### config.mk
export PLATFORM = sky130hd
export DESIGN_NAME = fp_reg_stack
export DESIGN_NICKNAME = d
export VERILOG_FILES = /design/src/rtl/fpstk_pkg.sv /design/src/rtl/fpstk_ptr.sv /design/src/rtl/fpstk_regs.sv /design/src/rtl/fpstk_resp.sv /design/src/rtl/fp_reg_stack.sv
export SDC_FILE = /design/constraint.sdc
export NUM_CORES = 1
export LEC_CHECK = 0
export ABC_AREA = 1
export CAP_MARGIN = 10
export CORE_AREA = 2 2 139 141
export CTS_CLUSTER_SIZE = 10
export DETAILED_ROUTE_END_ITERATION = 8
export DIE_AREA = 0 0 141 143
export GPL_ROUTABILITY_DRIVEN = 0
export PLACE_DENSITY_LB_ADDON = 0.1
export SETUP_SLACK_MARGIN = 0.2
export SLEW_MARGIN = 20
export SYNTH_ARGS = -nofsm -noshare
export SYNTH_HDL_FRONTEND = slang
export SYNTH_HIERARCHICAL = 1
export SYNTH_SLANG_ARGS = --single-unit
### constraint.sdc
create_clock -name clk_i -period 7.1 [get_ports clk_i]
set_input_delay 1.065 -clock clk_i [delete_from_list [all_inputs] [get_ports clk_i]]
set_output_delay 1.065 -clock clk_i [all_outputs]
set_load 0.02 [all_outputs]
### src/rtl/fpstk_pkg.sv
package fpstk_pkg;
  typedef enum logic [2:0] {
    OP_NOP  = 3'd0,
    OP_PUSH = 3'd1,
    OP_POP  = 3'd2,
    OP_INC  = 3'd3,
    OP_DEC  = 3'd4,
    OP_READ = 3'd5
  } stk_op_e;
endpackage

### src/rtl/fpstk_ptr.sv
module fpstk_ptr #(
  parameter int PTR_W = 3
) (
  input  logic             clk_i,
  input  logic             rst_ni,
  input  logic             inc_i,
  input  logic             dec_i,
  output logic [PTR_W-1:0] top_o
);
  logic [PTR_W-1:0] top_q;

  always_ff @(posedge clk_i or negedge rst_ni) begin
    if (!rst_ni)    top_q <= '0;
    else if (inc_i) top_q <= top_q + 1'b1;
    else if (dec_i) top_q <= top_q - 1'b1;
  end

  assign top_o = top_q;
endmodule

### src/rtl/fpstk_regs.sv
module fpstk_regs #(
  parameter int DATA_W = 16,
  parameter int PTR_W  = 3
) (
  input  logic                    clk_i,
  input  logic                    rst_ni,
  input  logic                    wr_en_i,
  input  logic [PTR_W-1:0]        wr_slot_i,
  input  logic [DATA_W-1:0]       wr_data_i,
  input  logic                    clr_en_i,
  input  logic [PTR_W-1:0]        clr_slot_i,
  input  logic [PTR_W-1:0]        rd_slot_i,
  output logic [DATA_W-1:0]       rd_data_o,
  output logic [(1<<PTR_W)-1:0]   valid_o
);
  localparam int DEPTH = 1 << PTR_W;

  logic [DEPTH-1:0]  wr_hit, clr_hit, valid_q;
  logic [DATA_W-1:0] data_q [DEPTH];

  // one-hot slot decode
  for (genvar g = 0; g < DEPTH; g++) begin : g_dec
    assign wr_hit[g]  = wr_en_i  && (wr_slot_i  == PTR_W'(g));
    assign clr_hit[g] = clr_en_i && (clr_slot_i == PTR_W'(g));
  end

  always_ff @(posedge clk_i or negedge rst_ni) begin
    if (!rst_ni) begin
      valid_q <= '0;
      for (int k = 0; k < DEPTH; k++) data_q[k] <= '0;
    end else begin
      for (int k = 0; k < DEPTH; k++) begin
        if (wr_hit[k]) begin
          valid_q[k] <= 1'b1;
          data_q[k]  <= wr_data_i;
        end else if (clr_hit[k]) begin
          valid_q[k] <= 1'b0;
        end
      end
    end
  end

  assign rd_data_o = data_q[rd_slot_i];
  assign valid_o   = valid_q;
endmodule

### src/rtl/fpstk_resp.sv
module fpstk_resp #(
  parameter int DATA_W = 16
) (
  input  logic              clk_i,
  input  logic              rst_ni,
  input  logic              hit_i,
  input  logic              unf_i,
  input  logic              ovf_i,
  input  logic [DATA_W-1:0] data_i,
  output logic [DATA_W-1:0] rd_data_o,
  output logic              rd_valid_o,
  output logic              underflow_o,
  output logic              overflow_o,
  output logic              c1_o
);
  always_ff @(posedge clk_i or negedge rst_ni) begin
    if (!rst_ni) begin
      rd_data_o   <= '0;
      rd_valid_o  <= 1'b0;
      underflow_o <= 1'b0;
      overflow_o  <= 1'b0;
      c1_o        <= 1'b0;
    end else begin
      rd_data_o   <= hit_i ? data_i : '0;
      rd_valid_o  <= hit_i;
      underflow_o <= unf_i;
      overflow_o  <= ovf_i;
      // c1 records the direction of the latest stack fault
      if (ovf_i)      c1_o <= 1'b1;
      else if (unf_i) c1_o <= 1'b0;
    end
  end
endmodule

### src/rtl/fp_reg_stack.sv
module fp_reg_stack
  import fpstk_pkg::*;
#(
  parameter int DATA_W = 16,
  parameter int PTR_W  = 3
) (
  input  logic                  clk_i,
  input  logic                  rst_ni,
  input  logic                  cmd_valid_i,
  input  logic [2:0]            cmd_op_i,
  input  logic [PTR_W-1:0]      cmd_idx_i,
  input  logic [DATA_W-1:0]     cmd_wdata_i,
  output logic [DATA_W-1:0]     rd_data_o,
  output logic                  rd_valid_o,
  output logic [PTR_W-1:0]      top_o,
  output logic [(1<<PTR_W)-1:0] tag_empty_o,
  output logic                  underflow_o,
  output logic                  overflow_o,
  output logic                  c1_o
);
  localparam int DEPTH = 1 << PTR_W;

  logic [PTR_W-1:0]  top_q, push_slot, rel_slot, rd_slot;
  logic [DEPTH-1:0]  valid;
  logic [DATA_W-1:0] slot_data;
  logic is_push, is_pop, is_inc, is_dec, is_read;
  logic push_ok, push_ovf, pop_ok, pop_unf, read_ok, read_unf;

  always_comb begin
    is_push = cmd_valid_i && (cmd_op_i == OP_PUSH);
    is_pop  = cmd_valid_i && (cmd_op_i == OP_POP);
    is_inc  = cmd_valid_i && (cmd_op_i == OP_INC);
    is_dec  = cmd_valid_i && (cmd_op_i == OP_DEC);
    is_read = cmd_valid_i && (cmd_op_i == OP_READ);

    push_slot = top_q - 1'b1;
    rel_slot  = top_q + cmd_idx_i;
    rd_slot   = is_read ? rel_slot : top_q;

    push_ok  = is_push &&  !valid[push_slot];
    push_ovf = is_push &&   valid[push_slot];
    pop_ok   = is_pop  &&   valid[top_q];
    pop_unf  = is_pop  &&  !valid[top_q];
    read_ok  = is_read &&   valid[rel_slot];
    read_unf = is_read &&  !valid[rel_slot];
  end

  fpstk_ptr #(.PTR_W(PTR_W)) i_ptr (
    .clk_i  (clk_i),
    .rst_ni (rst_ni),
    .inc_i  (is_inc || pop_ok),
    .dec_i  (is_dec || push_ok),
    .top_o  (top_q)
  );

  fpstk_regs #(.DATA_W(DATA_W), .PTR_W(PTR_W)) i_regs (
    .clk_i      (clk_i),
    .rst_ni     (rst_ni),
    .wr_en_i    (push_ok),
    .wr_slot_i  (push_slot),
    .wr_data_i  (cmd_wdata_i),
    .clr_en_i   (pop_ok),
    .clr_slot_i (top_q),
    .rd_slot_i  (rd_slot),
    .rd_data_o  (slot_data),
    .valid_o    (valid)
  );

  fpstk_resp #(.DATA_W(DATA_W)) i_resp (
    .clk_i       (clk_i),
    .rst_ni      (rst_ni),
    .hit_i       (pop_ok || read_ok),
    .unf_i       (pop_unf || read_unf),
    .ovf_i       (push_ovf),
    .data_i      (slot_data),
    .rd_data_o   (rd_data_o),
    .rd_valid_o  (rd_valid_o),
    .underflow_o (underflow_o),
    .overflow_o  (overflow_o),
    .c1_o        (c1_o)
  );

  assign top_o       = top_q;
  assign tag_empty_o = ~valid;
endmodule

### Word level (Yosys, flattened, before mapping)

Index checks and enable logic that the tools add are counted.

* register bits after elaboration: 159
* input port bits: 25
* output and inout bits: 31
* logic and storage cells: 127

* add/sub/neg operators: 3
* $lt $le $gt $ge: 4
* equality and inequality tests: 19
* mux-type cells: 31
* bitwise operators: 2
* reduce and logical (&&, ||, !) cells: 46

Operators by type and width (count)
* $bmux 16 s3: 1
* $mux 16: 3
* $eq 3x3->1 const B: 10
* $logic_and 1x1->1: 27
* $mux 1: 21
* $reduce_bool 2->1: 10
* $eq 3x2->1 const B: 6
* $lt 3x4->1 const B: 3
* $bmux 1 s3: 3
* $eq 3x1->1 const B: 3
* $mux 3: 3
* $not 8->8: 1
* $logic_not 3->1: 2
* $ge 4x4->1 const B: 1
* $logic_or 1x1->1: 4
* $not 3->4: 1
* $add 3x1->3 const B: 1
* $add 3x3->3: 1
* $logic_not 1->1: 3
* $sub 3x1->3 const B: 1

### Longest topological paths before layout

* depth in word-level cells: 8
* gate-level depth with buffers: 15
* depth with buffers taken out: 14

### Modules after synthesis

The synthesis kept the hierarchy.

Modules (own cells, without submodules)
* fpstk_regs: instances 1, cells each 901, area each 6817.8 sq um, seq. area each 3403.3 sq um
* fpstk_resp: instances 1, cells each 58, area each 679.4 sq um, seq. area each 500.5 sq um
* fp_reg_stack: instances 1, cells each 126, area each 595.6 sq um, seq. area each 0.0 sq um
* fpstk_ptr: instances 1, cells each 20, area each 165.2 sq um, seq. area each 75.1 sq um

### Worst setup path after synthesis

OpenSTA, ideal clock, no wires.

* path type: in2reg
* start point: input cmd_idx_i[0]
* end point: register i_resp.rd_data_o[10]
* setup time: 62 ps
* data arrival time: 2784 ps
* data required time: 7038 ps
* setup slack: 4254 ps
* cell stages on the path: 14
* buffers on the path: 2
* path through: ha_1 inv_1 fa_1 inv_1 nand2_1 o21ai_0 buf_2 clkbuf_1 nand3_1 nand2_1 nand2_1 nand2_1 nand2_2 inv_1

* word-level cells in the longest chain between the ends: 7

Ends and longest elaborated chain
* start: declaration: line fp_reg_stack.sv:11 `input logic [PTR_W-1:0] cmd_idx_i,`
* $add 3x3->3: line fp_reg_stack.sv:37 `rel_slot = top_q + cmd_idx_i;`
* $mux 3: line fp_reg_stack.sv:38 `rd_slot = is_read ? rel_slot : top_q;`
* via rd_slot[1]: line fp_reg_stack.sv:23 `logic [PTR_W-1:0] top_q, push_slot, rel_slot, rd_slot;`
* $not 3->4 (not written as such): line fpstk_regs.sv:43 `assign rd_data_o = data_q[rd_slot_i];`
* $bmux 16 s3: line fpstk_regs.sv:43
* $mux 16 (not written as such) (2 in a row): line fpstk_regs.sv:43
* via slot_data[10]: line fp_reg_stack.sv:25 `logic [DATA_W-1:0] slot_data;`
* $mux 16: line fpstk_resp.sv:24 `rd_data_o <= hit_i ? data_i : '0;`
* end signal: assignment: line fpstk_resp.sv:24
* end: declaration: line fpstk_resp.sv:10 `output logic [DATA_W-1:0] rd_data_o,`

The timed path passes the listed nets, and every way through them passes these cells. The select of a mux whose other input is x is not followed.
A chain may end at the register's enable or synchronous reset.

### Final worst setup path

Ends and elaborated chain as after synthesis.

==> flow_summary.ini <==
[setup_path]
end_kind = flop
path_max_fanout = 33
rrSetupSlack_ns = 3.51
startpoint_type = input port
crit_buf_inv = 7
slowest_delay_ns = 0.51
crit_family = buffers and inverters
path_cells = clkdlybuf4s50_1, ha_1, inv_1, fa_1, inv_1, nand2_1, o21ai_2, buf_4, inv_1, buf_4, nand3_1, nand2_1, nand2_1, nand2_1, nand2_2, inv_1
required_ns = 7.41
critPathSlowestCell = fa_1
crit_type = in -> reg
cp_data_arrival_time_ns = 4.10

[timing]
holdWs_ns = 0.479
slew_violations = 0
period_minus_slack_ns = 3.79
setup_viol = 0
timing.slew.headroom_pct = 33.4
tightest_slew_ns = 0.997
rsz0062_at_grt = false
final.setup.tns_ns = 0
max_freq_mhz = 264
period_share_pct = 53.4
finClkSkew_ns = 0.0116
hold_viol = 0

[cells_and_area]
final_cell_mix = nand2_1, inv_1, dfrtp_1
layout.nets = 1164
areaGrowthSynthToFinish_pct = 14.1
final_common_cell = nand2_1
register_area_um2 = 3980
final_cells = 1382
nFillCells = 1838
drive_gt1_share_pct = 8.10
multiInputGateArea_um2 = 3170
stdcell_area_um2 = 9420
diodes = 0

[global_routing]
grt_max_degree = 77
antenna_found_initial = 0
grt_pass1_vias = 6388
grt_remaining_overflow = 0
grt_pass1_wl_mm = 33.4
track_usage_pct = 21.4

[placed_design]
hpwl_mm = 12.1
io_buffer_count = 55
dpl-instance-area_um2 = 8790
placed_cells = 1350

[floorplan]
num_rows = 50
ios = 56
die-area_um2 = 20200
core_region_area_um2 = 18600
die_w_um = 141
fp.dieH_um = 143
initial_utilization_pct = 44.4

[pwr]
p_clk_share_pct = 23.8
swShare_pct = 40.0
pwr-share-comb_pct = 41.0
p_leak_nw = 4.96
p_int_mw = 2.44
ir_drop_uv = 231
p_per_area_nw_per_um2 = 432
p_sw_mw = 1.63
p_seq_share_pct = 35.3

[flow_run]
maxCapViolations = 0

[logic_synthesis]
synthDistinctLibCells = 27
synth-simple-area-share_pct = 27.3
ys.warnings.count = 6
synth_fa_ha_area_share_pct = 0.788
yosysSeqAreaShare_pct = 48.2
synth_top_family_by_area = simple AND/OR/NAND/NOR gates
mappedNetlistNets = 1134
muxShareOfSynthArea_pct = 0
synth_xor_area_share_pct = 0.409
synth_area_per_cell_um2 = 7.47
synthCells = 1105
synth_area_um2 = 8260
synth_compound_area_share_pct = 9.73
synth-seq-cells = 159

[drt]
first_iter_violations = 298
vias_per_cell = 4.77
wl_per_cell_um = 14.6
ant_nets = 0
drc_errors = 0
drt-total-wl_mm = 20.1
vias = 6588
firstDrtPassIters = 5

[run_status]
status = finished, final reports clean

[clock_tree]
cts.path.max_buffers = 2
root_buffer = clkbuf_16
cts-htree-levels = 4
post_cts_resized = 0
clk_latency_ns = 0.42
cts_tree = built
path_clk_slew_ns = 0.06
clkSinkCount = 159
cts_buffers = 17
postCtsHoldBufs = 0
post_cts_buffers = 0

[hold_path]
hp-class = reg -> reg
synth_stat cells, drive strengths merged:
library cell    n  area [µm²]
inv           198         746
clkbuf         10        37.5
dfrtp         159        3980
nand3          91         460
nand4           2        12.5
fa              2        40.0
xor2            1        16.3
xnor2           2        17.5
a21oi           1        5.00
ha              2        25.0
nor2           11        77.6
buf            41         343
o21ai         140         798
nand2         445        1700
routing by layer:
metal,up-vias,wire length [µm],track usage (%)
met5,-,0,0
met4,0,414,6.32
met3,18,603,4.12
met2,103,9460,35.7
met1,3067,9630,28.4
li1,3400,-,-
power groups by stage:
stage	Combinational, mW	Sequential, mW	Clock (mW)
CTS	1.68	1.44	0.991
detailed placement	1.67	1.45	0
finish	1.67	1.44	0.968
floorplan	1.28	1.41	0
global placement	1.66	1.44	0
global route	1.94	1.48	1.03
metrics by stage:
step	util [%]	total power, mW	setup slack (ns)
after detailed placement	47.3	3.12	2.86
after CTS	50.7	4.11	3.31
after floorplan	-	2.69	4.25
after global routing	50.7	4.44	3.08
final	50.7	4.07	3.31
after global placement	47.3	3.10	2.89
worst reg2reg max path, cell delays in order, from the launching register on:
cell and delay, ns:
dfrtp_1 0.77, ha_1 0.27, inv_1 0.05, fa_1 0.51, inv_1 0.18, nand2_1 0.09, o21ai_2 0.06, buf_4 0.40
inv_1 0.37, buf_4 0.34, nand3_1 0.13, nand2_1 0.06, nand2_1 0.07, nand2_1 0.08, nand2_2 0.06, inv_1 0.06
state kept, by name, indices dropped and copies added (netlist names):
signal,flops
i_ptr/top_o,3
i_regs/data_q,128
i_regs/valid_o,8
i_resp/c1_o,1
i_resp/overflow_o,1
i_resp/rd_data_o,16
i_resp/rd_valid_o,1
i_resp/underflow_o,1
worst paths after layout:
kind,startpoint,endpoint,depth (start not counted)
setup / recovery,cmd_idx_i[0],i_resp/rd_data_o[10],16
max in group asynchronous,rst_ni,i_regs/data_q[62],2
min in group asynchronous,rst_ni,i_regs/data_q[6],1
hold reg to reg,i_resp/c1_o,i_resp/c1_o,2
setup reg to reg,i_ptr/top_o[0],i_resp/rd_data_o[10],15
hold / removal,i_resp/c1_o,i_resp/c1_o,2
layout make-up:
cell class / instances / area share [%]
flip-flops and latches: 159 / 42.2
multi-input cells: 697 / 33.6
inverters: 198 / 7.92
repair buffers: 62 / 6.42
clock buffers: 19 / 4.70
well taps: 234 / 3.11
clock inverters: 13 / 1.99
logic make-up (layout without fill, tap and decap cells):
group           count (synthesis)  in the layout
fa+ha+maj                       4              4
compound gates                141            141
xor+xnor                        3              3
buf+inv                       249            292
flops                         159            159
simple gates                  549            549
(Power assumes the default switching activity.)
